**src/rtl/nm_pkg.sv**
```systemverilog
package nm_pkg;
    typedef enum logic [2:0] {
        S_LOAD      = 3'd0,
        S_DIV_START = 3'd1,
        S_DIV_WAIT  = 3'd2,
        S_DRIVE     = 3'd3,
        S_READ      = 3'd4
    } nm_state_e;
endpackage

```
**src/rtl/nm_absmax.sv**
```systemverilog
// Magnitude of the incoming element and running maximum over one vector.
module nm_absmax #(
    parameter int DW = 12
) (
    input  logic          clk,
    input  logic          rst_n,
    input  logic          en,
    input  logic          first,
    input  logic [DW-1:0] din,
    output logic [DW-1:0] mag,
    output logic [DW-1:0] max_nxt,
    output logic [DW-1:0] max_q
);
    // Two's complement magnitude; the most negative value maps to 2^(DW-1).
    always_comb begin
        mag = din[DW-1] ? (~din + 1'b1) : din;
        if (first)
            max_nxt = mag;
        else
            max_nxt = (mag > max_q) ? mag : max_q;
    end

    always_ff @(posedge clk or negedge rst_n) begin
        if (!rst_n)
            max_q <= '0;
        else if (en)
            max_q <= max_nxt;
    end
endmodule

```
**src/rtl/nm_frac_div.sv**
```systemverilog
// Restoring fractional divider: quot = floor(num * 2^PW / den), saturating.
module nm_frac_div #(
    parameter int DW = 12,
    parameter int PW = 8
) (
    input  logic          clk,
    input  logic          rst_n,
    input  logic          start,
    input  logic [DW-1:0] num,
    input  logic [DW-1:0] den,
    output logic          done,
    output logic [PW-1:0] quot
);
    localparam int CW = $clog2(PW + 1);
    localparam logic [PW-1:0] FULL = {PW{1'b1}};

    logic [DW:0]   rem;
    logic [CW-1:0] cnt;
    logic          busy;
    logic [DW:0]   rem_sh;
    logic          ge;

    always_comb begin
        rem_sh = {rem[DW-1:0], 1'b0};
        ge     = (rem_sh >= {1'b0, den});
    end

    always_ff @(posedge clk or negedge rst_n) begin
        if (!rst_n) begin
            rem  <= '0;
            cnt  <= '0;
            busy <= 1'b0;
            done <= 1'b0;
            quot <= '0;
        end else begin
            done <= 1'b0;
            if (start) begin
                rem  <= {1'b0, num};
                quot <= '0;
                if (den == '0) begin
                    busy <= 1'b0;
                    done <= 1'b1;
                end else if (num >= den) begin
                    quot <= FULL;
                    busy <= 1'b0;
                    done <= 1'b1;
                end else begin
                    busy <= 1'b1;
                    cnt  <= CW'(PW);
                end
            end else if (busy) begin
                quot <= {quot[PW-2:0], ge};
                rem  <= ge ? (rem_sh - {1'b0, den}) : rem_sh;
                cnt  <= cnt - 1'b1;
                if (cnt == CW'(1)) begin
                    busy <= 1'b0;
                    done <= 1'b1;
                end
            end
        end
    end
endmodule

```
**src/rtl/nm_rescale.sv**
```systemverilog
// Multiplies each accepted readback by the vector scale; one register stage.
module nm_rescale #(
    parameter int DW = 12,
    parameter int RW = 14
) (
    input  logic             clk,
    input  logic             rst_n,
    input  logic             en,
    input  logic [RW-1:0]    rb,
    input  logic [DW-1:0]    scale,
    output logic             res_valid,
    output logic [RW+DW-1:0] res_data
);
    logic signed [RW+DW:0] prod;

    always_comb begin
        prod = $signed(rb) * $signed({1'b0, scale});
    end

    always_ff @(posedge clk or negedge rst_n) begin
        if (!rst_n) begin
            res_valid <= 1'b0;
            res_data  <= '0;
        end else begin
            res_valid <= en;
            if (en)
                res_data <= prod[RW+DW-1:0];
        end
    end
endmodule

```
**src/rtl/nm_scaler.sv**
```systemverilog
module nm_scaler #(
    parameter int VEC_LEN = 4,
    parameter int DW      = 12,
    parameter int PW      = 8,
    parameter int RW      = 14,
    parameter int OUT_LEN = 3
) (
    input  logic             clk,
    input  logic             rst_n,
    input  logic             bypass,
    input  logic             in_valid,
    input  logic [DW-1:0]    in_data,
    output logic             in_ready,
    output logic             drv_valid,
    output logic [PW-1:0]    drv_code,
    output logic             drv_neg,
    input  logic             drv_ready,
    input  logic             rb_valid,
    input  logic [RW-1:0]    rb_data,
    output logic             res_valid,
    output logic [RW+DW-1:0] res_data
);
    import nm_pkg::*;

    localparam int IW = (VEC_LEN > 1) ? $clog2(VEC_LEN) : 1;
    localparam int OW = $clog2(OUT_LEN + 1);
    localparam logic [IW-1:0] LAST_IDX  = IW'(VEC_LEN - 1);
    localparam logic [OW-1:0] LAST_RB   = OW'(OUT_LEN - 1);
    localparam logic [DW-1:0] UNITY_SCL = {1'b1, {(DW-1){1'b0}}};

    nm_state_e state, nxt;

    logic [IW-1:0] idx;
    logic [OW-1:0] rcnt;
    logic [DW-1:0] scale;
    logic [PW-1:0] code_q;
    logic [DW-1:0] mag_buf [VEC_LEN];
    logic          neg_buf [VEC_LEN];

    logic          in_acc;
    logic          drv_acc;
    logic          rb_acc;
    logic [DW-1:0] mag;
    logic [DW-1:0] max_nxt;
    logic [DW-1:0] max_q;
    logic          div_done;
    logic [PW-1:0] div_quot;

    always_comb begin
        in_acc  = (state == S_LOAD)  && in_valid;
        drv_acc = (state == S_DRIVE) && drv_ready;
        rb_acc  = (state == S_READ)  && rb_valid;
    end

    nm_absmax #(.DW(DW)) u_absmax (
        .clk     (clk),
        .rst_n   (rst_n),
        .en      (in_acc),
        .first   (idx == '0),
        .din     (in_data),
        .mag     (mag),
        .max_nxt (max_nxt),
        .max_q   (max_q)
    );

    nm_frac_div #(.DW(DW), .PW(PW)) u_div (
        .clk   (clk),
        .rst_n (rst_n),
        .start (state == S_DIV_START),
        .num   (mag_buf[idx]),
        .den   (scale),
        .done  (div_done),
        .quot  (div_quot)
    );

    nm_rescale #(.DW(DW), .RW(RW)) u_rescale (
        .clk       (clk),
        .rst_n     (rst_n),
        .en        (rb_acc),
        .rb        (rb_data),
        .scale     (scale),
        .res_valid (res_valid),
        .res_data  (res_data)
    );

    // State register
    always_ff @(posedge clk or negedge rst_n) begin
        if (!rst_n)
            state <= S_LOAD;
        else
            state <= nxt;
    end

    // Transitions
    always_comb begin
        nxt = state;
        unique case (state)
            S_LOAD:      if (in_valid && idx == LAST_IDX) nxt = S_DIV_START; // load_done
            S_DIV_START: nxt = S_DIV_WAIT;                                    // div_issued
            S_DIV_WAIT:  if (div_done) nxt = S_DRIVE;                         // div_done
            S_DRIVE:     if (drv_ready)
                             nxt = (idx == LAST_IDX) ? S_READ : S_DIV_START;  // drv_last / drv_next
            S_READ:      if (rb_valid && rcnt == LAST_RB) nxt = S_LOAD;       // read_done
            default:     nxt = S_LOAD;
        endcase
    end

    // Datapath registers
    always_ff @(posedge clk or negedge rst_n) begin
        if (!rst_n) begin
            idx    <= '0;
            rcnt   <= '0;
            scale  <= '0;
            code_q <= '0;
        end else begin
            if (in_acc) begin
                idx <= (idx == LAST_IDX) ? '0 : idx + 1'b1;
                if (idx == LAST_IDX)
                    scale <= bypass ? UNITY_SCL : max_nxt;
            end
            if (state == S_DIV_WAIT && div_done)
                code_q <= div_quot;
            if (drv_acc)
                idx <= (idx == LAST_IDX) ? '0 : idx + 1'b1;
            if (rb_acc)
                rcnt <= (rcnt == LAST_RB) ? '0 : rcnt + 1'b1;
        end
    end

    // Element buffer
    always_ff @(posedge clk) begin
        if (in_acc) begin
            mag_buf[idx] <= mag;
            neg_buf[idx] <= in_data[DW-1];
        end
    end

    // Outputs
    always_comb begin
        in_ready  = (state == S_LOAD);
        drv_valid = (state == S_DRIVE);
        drv_code  = code_q;
        drv_neg   = neg_buf[idx];
    end
endmodule

```
**config.mk**
```make
export PLATFORM = sky130hd
export DESIGN_NAME = nm_scaler
export DESIGN_NICKNAME = d
export VERILOG_FILES = /design/src/rtl/nm_pkg.sv /design/src/rtl/nm_absmax.sv /design/src/rtl/nm_frac_div.sv /design/src/rtl/nm_rescale.sv /design/src/rtl/nm_scaler.sv
export SDC_FILE = /design/constraint.sdc
export NUM_CORES = 1
export LEC_CHECK = 0
export ABC_AREA = 1
export BUFFER_PORTS_ARGS = -buffer_cell sky130_fd_sc_hd__buf_2
export CORE_MARGIN = 8
export CORE_UTILIZATION = 30
export DETAILED_ROUTE_END_ITERATION = 7
export HOLD_SLACK_MARGIN = 0.03
export PLACE_DENSITY_LB_ADDON = 0.08
export SLEW_MARGIN = 20
export SYNTH_ARGS = -nofsm -noshare
export SYNTH_HDL_FRONTEND = slang
export SYNTH_SLANG_ARGS = --single-unit
```
**constraint.sdc**
```tcl
create_clock -name clk -period 5.2 [get_ports clk]
set_input_delay 0.52 -clock clk [delete_from_list [all_inputs] [get_ports clk]]
set_output_delay 0.52 -clock clk [all_outputs]
set_load 0.1 [all_outputs]
```
==> summary.txt <==
Route
  – Starting DRT DRC Count: ~640
  – Mean routed wirelength per cell: 16.0 um
  – Overall routed net length: roughly 42 mm
  – DRC viols: 0
  – Post-route ant nets: 0
  – Via count: 11,800
  – Drt pass-1 iters: 5
  – Vias per Instance: 4.49

Floorplanning
  – Die W: between 200 and 250 um
  – Die area: 0.0559 sq mm
  – Core outline area: about 0.048 sq mm
  – Rows: 80
  – Initial core utilization: 0.305
  – Num ports: 70
  – Height of the die: roughly 240 um

Logic synthesis
  – Cells after synthesis: between 1,500 and 2,000
  – Largest family of logic cells by synthesized area: adder cells
  – Xor/xnor share of the synthesized area: 0.0144
  – Register area share after synthesis: 0.265
  – Most used DFF post-synth: dfrtp_1
  – Adder-cell area share of the yosys netlist: 0.303
  – Async S/R FF share, synth: 0.639
  – Post-synthesis mux area share: 0.00541
  – Synth cell types: 44
  – Ys Warns: 0
  – Compound-Gate Fraction of Synth Area: 0.0635
  – Simple-Gate Fraction of Synth Area: 0.212
  – Post-synth EDFFs: 52
  – Post-synthesis cell area: ~0.015 sq mm
  – Net Count, Synth: 2,160
  – Yosys reg bits: 144
  – Syn Area/Cell: between 7 and 8 sq um

Timing
  – Final setup skew: 0.0108 ns
  – Hold Violations, Final: 0
  – Tmin final: around 4.9 ns
  – Fin crit share: 0.949
  – F_max: 203 MHz
  – # setup viols final: 0
  – Slew @ Worst Pin: slightly above 0.9 ns
  – Setup Total Neg Slack: 0 ns
  – Slew Limit Fails: 0
  – Unrepaired setup endpoints after global routing: true
  – Setup slack after layout: 0.263 ns
  – Worst rel slew slack: 0.381

Finish
  – Most common cell after layout, fill and taps aside: nand2_1
  – Inserted Diodes: 0
  – Design area: 0.0170 sq mm
  – Share of cells above drive strength 1: 0.135
  – Most frequent cells in the layout: nand2_1 (485), inv_1 (451), fa_1 (152)
  – NumNets Final: ~2,300
  – Area growth syn-to-layout: 16.9%
  – Non-Filler Instances: 2,620

Placed design
  – I/O Buffers: 69
  – Placed Area: 0.0162 sq mm
  – Post-Place Cells: ~2,600
  – Post-DP HPWL: 34.2 mm
  – Post-Place Setup Slack: -0.116 ns
  – Routability cong.: 0.832

GRT
  – GRT Residual Overflow: 0
  – First-pass GRT wire length: 68.8 mm
  – Number of global-route vias before repair: 12,500
  – Largest net degree at the start of global routing: 61
  – Global Route Usage Sum: 0.156
  – Initial antenna violation count: 0

Clock tree
  – CTS buffer count: 17
  – Clock Tree Root: clkbuf_16
  – # H-tree levels: 4
  – CTS sink count: about 140
  – CTS clk-pin slew, worst paths: around 0.07 ns
  – CTS max path bufs: 2
  – Clock Latency Late Sink: 0.44 ns
  – CTS tree: built

Flow run
  – Maxcap violations: 0

Setup path
  – Reg-to-Reg Start: scale[2]
  – Arrival time worst endpoint: 5.26 ns
  – CP max stage delay: 0.61 ns
  – Worst Setup Start Kind: flop
  – Kind of critical path: reg2reg
  – Top delay family on crit path: adder cells
  – Most common cell on crit path: fa_1
  – Crit end category: flop
  – Critical path's slowest cell: fa_2
  – Critical path peak fanout: 8
  – Cells along the critical path: buf_12, nand2_1, inv_2, fa_1, fa_2, inv_2, fa_1, inv_1, fa_1, inv_1, fa_1, inv_1, ha_4, buf_4, nand4_1, nor3_2, nand3_1, nand3_1, nand2_1, nand3_1, nand2_1
  – CP startpoint: scale[2]
  – CP Buf/Inv Count: 7
  – Data required, critical path: 5.52 ns

Power and ir drop
  – Power consumption: 0.00972 W
  – VDD IR max: 0.528 mV
  – Cell Pwr Density: 571 mW/mm^2
  – Pleak: 9.31 nW

Min path
  – Worst hold path class: in2async

Run status
  – Status: finished, final reports clean
[flip-flops by register name (all words and copies together), names as in the netlist, 3 cells and up]
name                cells
mag_buf                48
u_rescale.res_data     26
scale                  12
u_absmax.max_q         12
u_div.rem              12
drv_code                8
u_div.quot              8
neg_buf                 4
u_div.cnt               4
state                   3
[power by group]
part	internal [W]	total (W)	switching [W]
logic	0.00321	0.00732	0.00411
registers	0.00118	0.00118	0
clock network	0.000675	0.00122	0.000549
total	0.00506	0.00972	0.00466
[worst paths after layout]
| check | depth (start not counted) | slack (ns) | to |
|---|---|---|---|
| hold / removal | 1 | 0.15 | u_rescale.res_data[2] |
| setup reg to reg | 21 | 0.26 | u_rescale.res_data[24] |
| setup / recovery | 21 | 0.26 | u_rescale.res_data[24] |
| min in group clk | 1 | 0.36 | mag_buf[0][0] |
| max in group asynchronous | 2 | 3.95 | scale[8] |
| hold reg to reg | 2 | 0.48 | u_rescale.res_data[3] |
[per-layer routing]
metal / vias to the layer above / part of all wire / track usage
met5: - / 0 / 0
met4: 0 / 0.018 / 0.0380
met3: 34 / 0.022 / 0.0192
met2: 158 / 0.54 / 0.300
met1: 5667 / 0.42 / 0.179
li1: 5897 / - / -
[final cells by class]
type,count,area [sq um]
clock buffers,18,429
clock inverters,14,145
fillers,5121,30800
inverters,460,1730
multi-input cells,1203,8920
flip-flops and latches,144,3870
well taps,615,769
repair buffers,166,1180
[logic make-up after synthesis]
kind of cell | count (synthesis)
AO/OA/AOI/OAI | 168
XOR/XNOR | 24
flip-flops | 144
AND/OR/NAND/NOR | 745
adder cells (fa/ha/maj) | 259
multiplexers | 7
buffers and inverters | 522
[worst register-to-register path, stage by stage (launching register included)]
cell and delay, ns:
dfrtp_1 0.42, buf_12 0.16, nand2_1 0.07, inv_2 0.05, fa_1 0.51, fa_2 0.61
inv_2 0.07, fa_1 0.53, inv_1 0.05, fa_1 0.48, inv_1 0.05, fa_1 0.52
inv_1 0.06, ha_4 0.27, buf_4 0.13, nand4_1 0.15, nor3_2 0.26, nand3_1 0.14
nand3_1 0.11, nand2_1 0.05, nand3_1 0.06, nand2_1 0.06
[synthesized netlist by cell type (all sizes together) (6+ instances only)]
master / n / area share
a21oi: 41 / 0.014
a22o: 6 / 0.0036
buf: 21 / 0.0083
clkbuf: 41 / 0.011
dfrtp: 92 / 0.16
edfxtp: 52 / 0.11
fa: 156 / 0.21
ha: 103 / 0.088
inv: 459 / 0.12
mux2: 7 / 0.0054
nand2: 494 / 0.13
nand3: 116 / 0.040
nand3b: 10 / 0.0052
nand4: 15 / 0.0064
nor2: 94 / 0.025
nor3: 9 / 0.0042
o21ai: 93 / 0.032
o22ai: 13 / 0.0056
xnor2: 9 / 0.0054
xor2: 15 / 0.0090
[metrics by stage]
| step | hold slack, ns | utilization |
|---|---|---|
| floorplan | 0.224 | - |
| global placement | 0.462 | 0.338 |
| detailed placement | 0.465 | 0.338 |
| finish | 0.146 | 0.356 |
| global route | 0.226 | 0.356 |
| CTS | 0.170 | 0.350 |
[repair_timing]
action                                  4_1_cts  5_1_grt
hold buffers                                  0        0
resized for setup                             0       57
endpoints found under the setup margin        0       15
buffers inserted                              0        6
No activity file was read; power rests on OpenSTA's default activity.
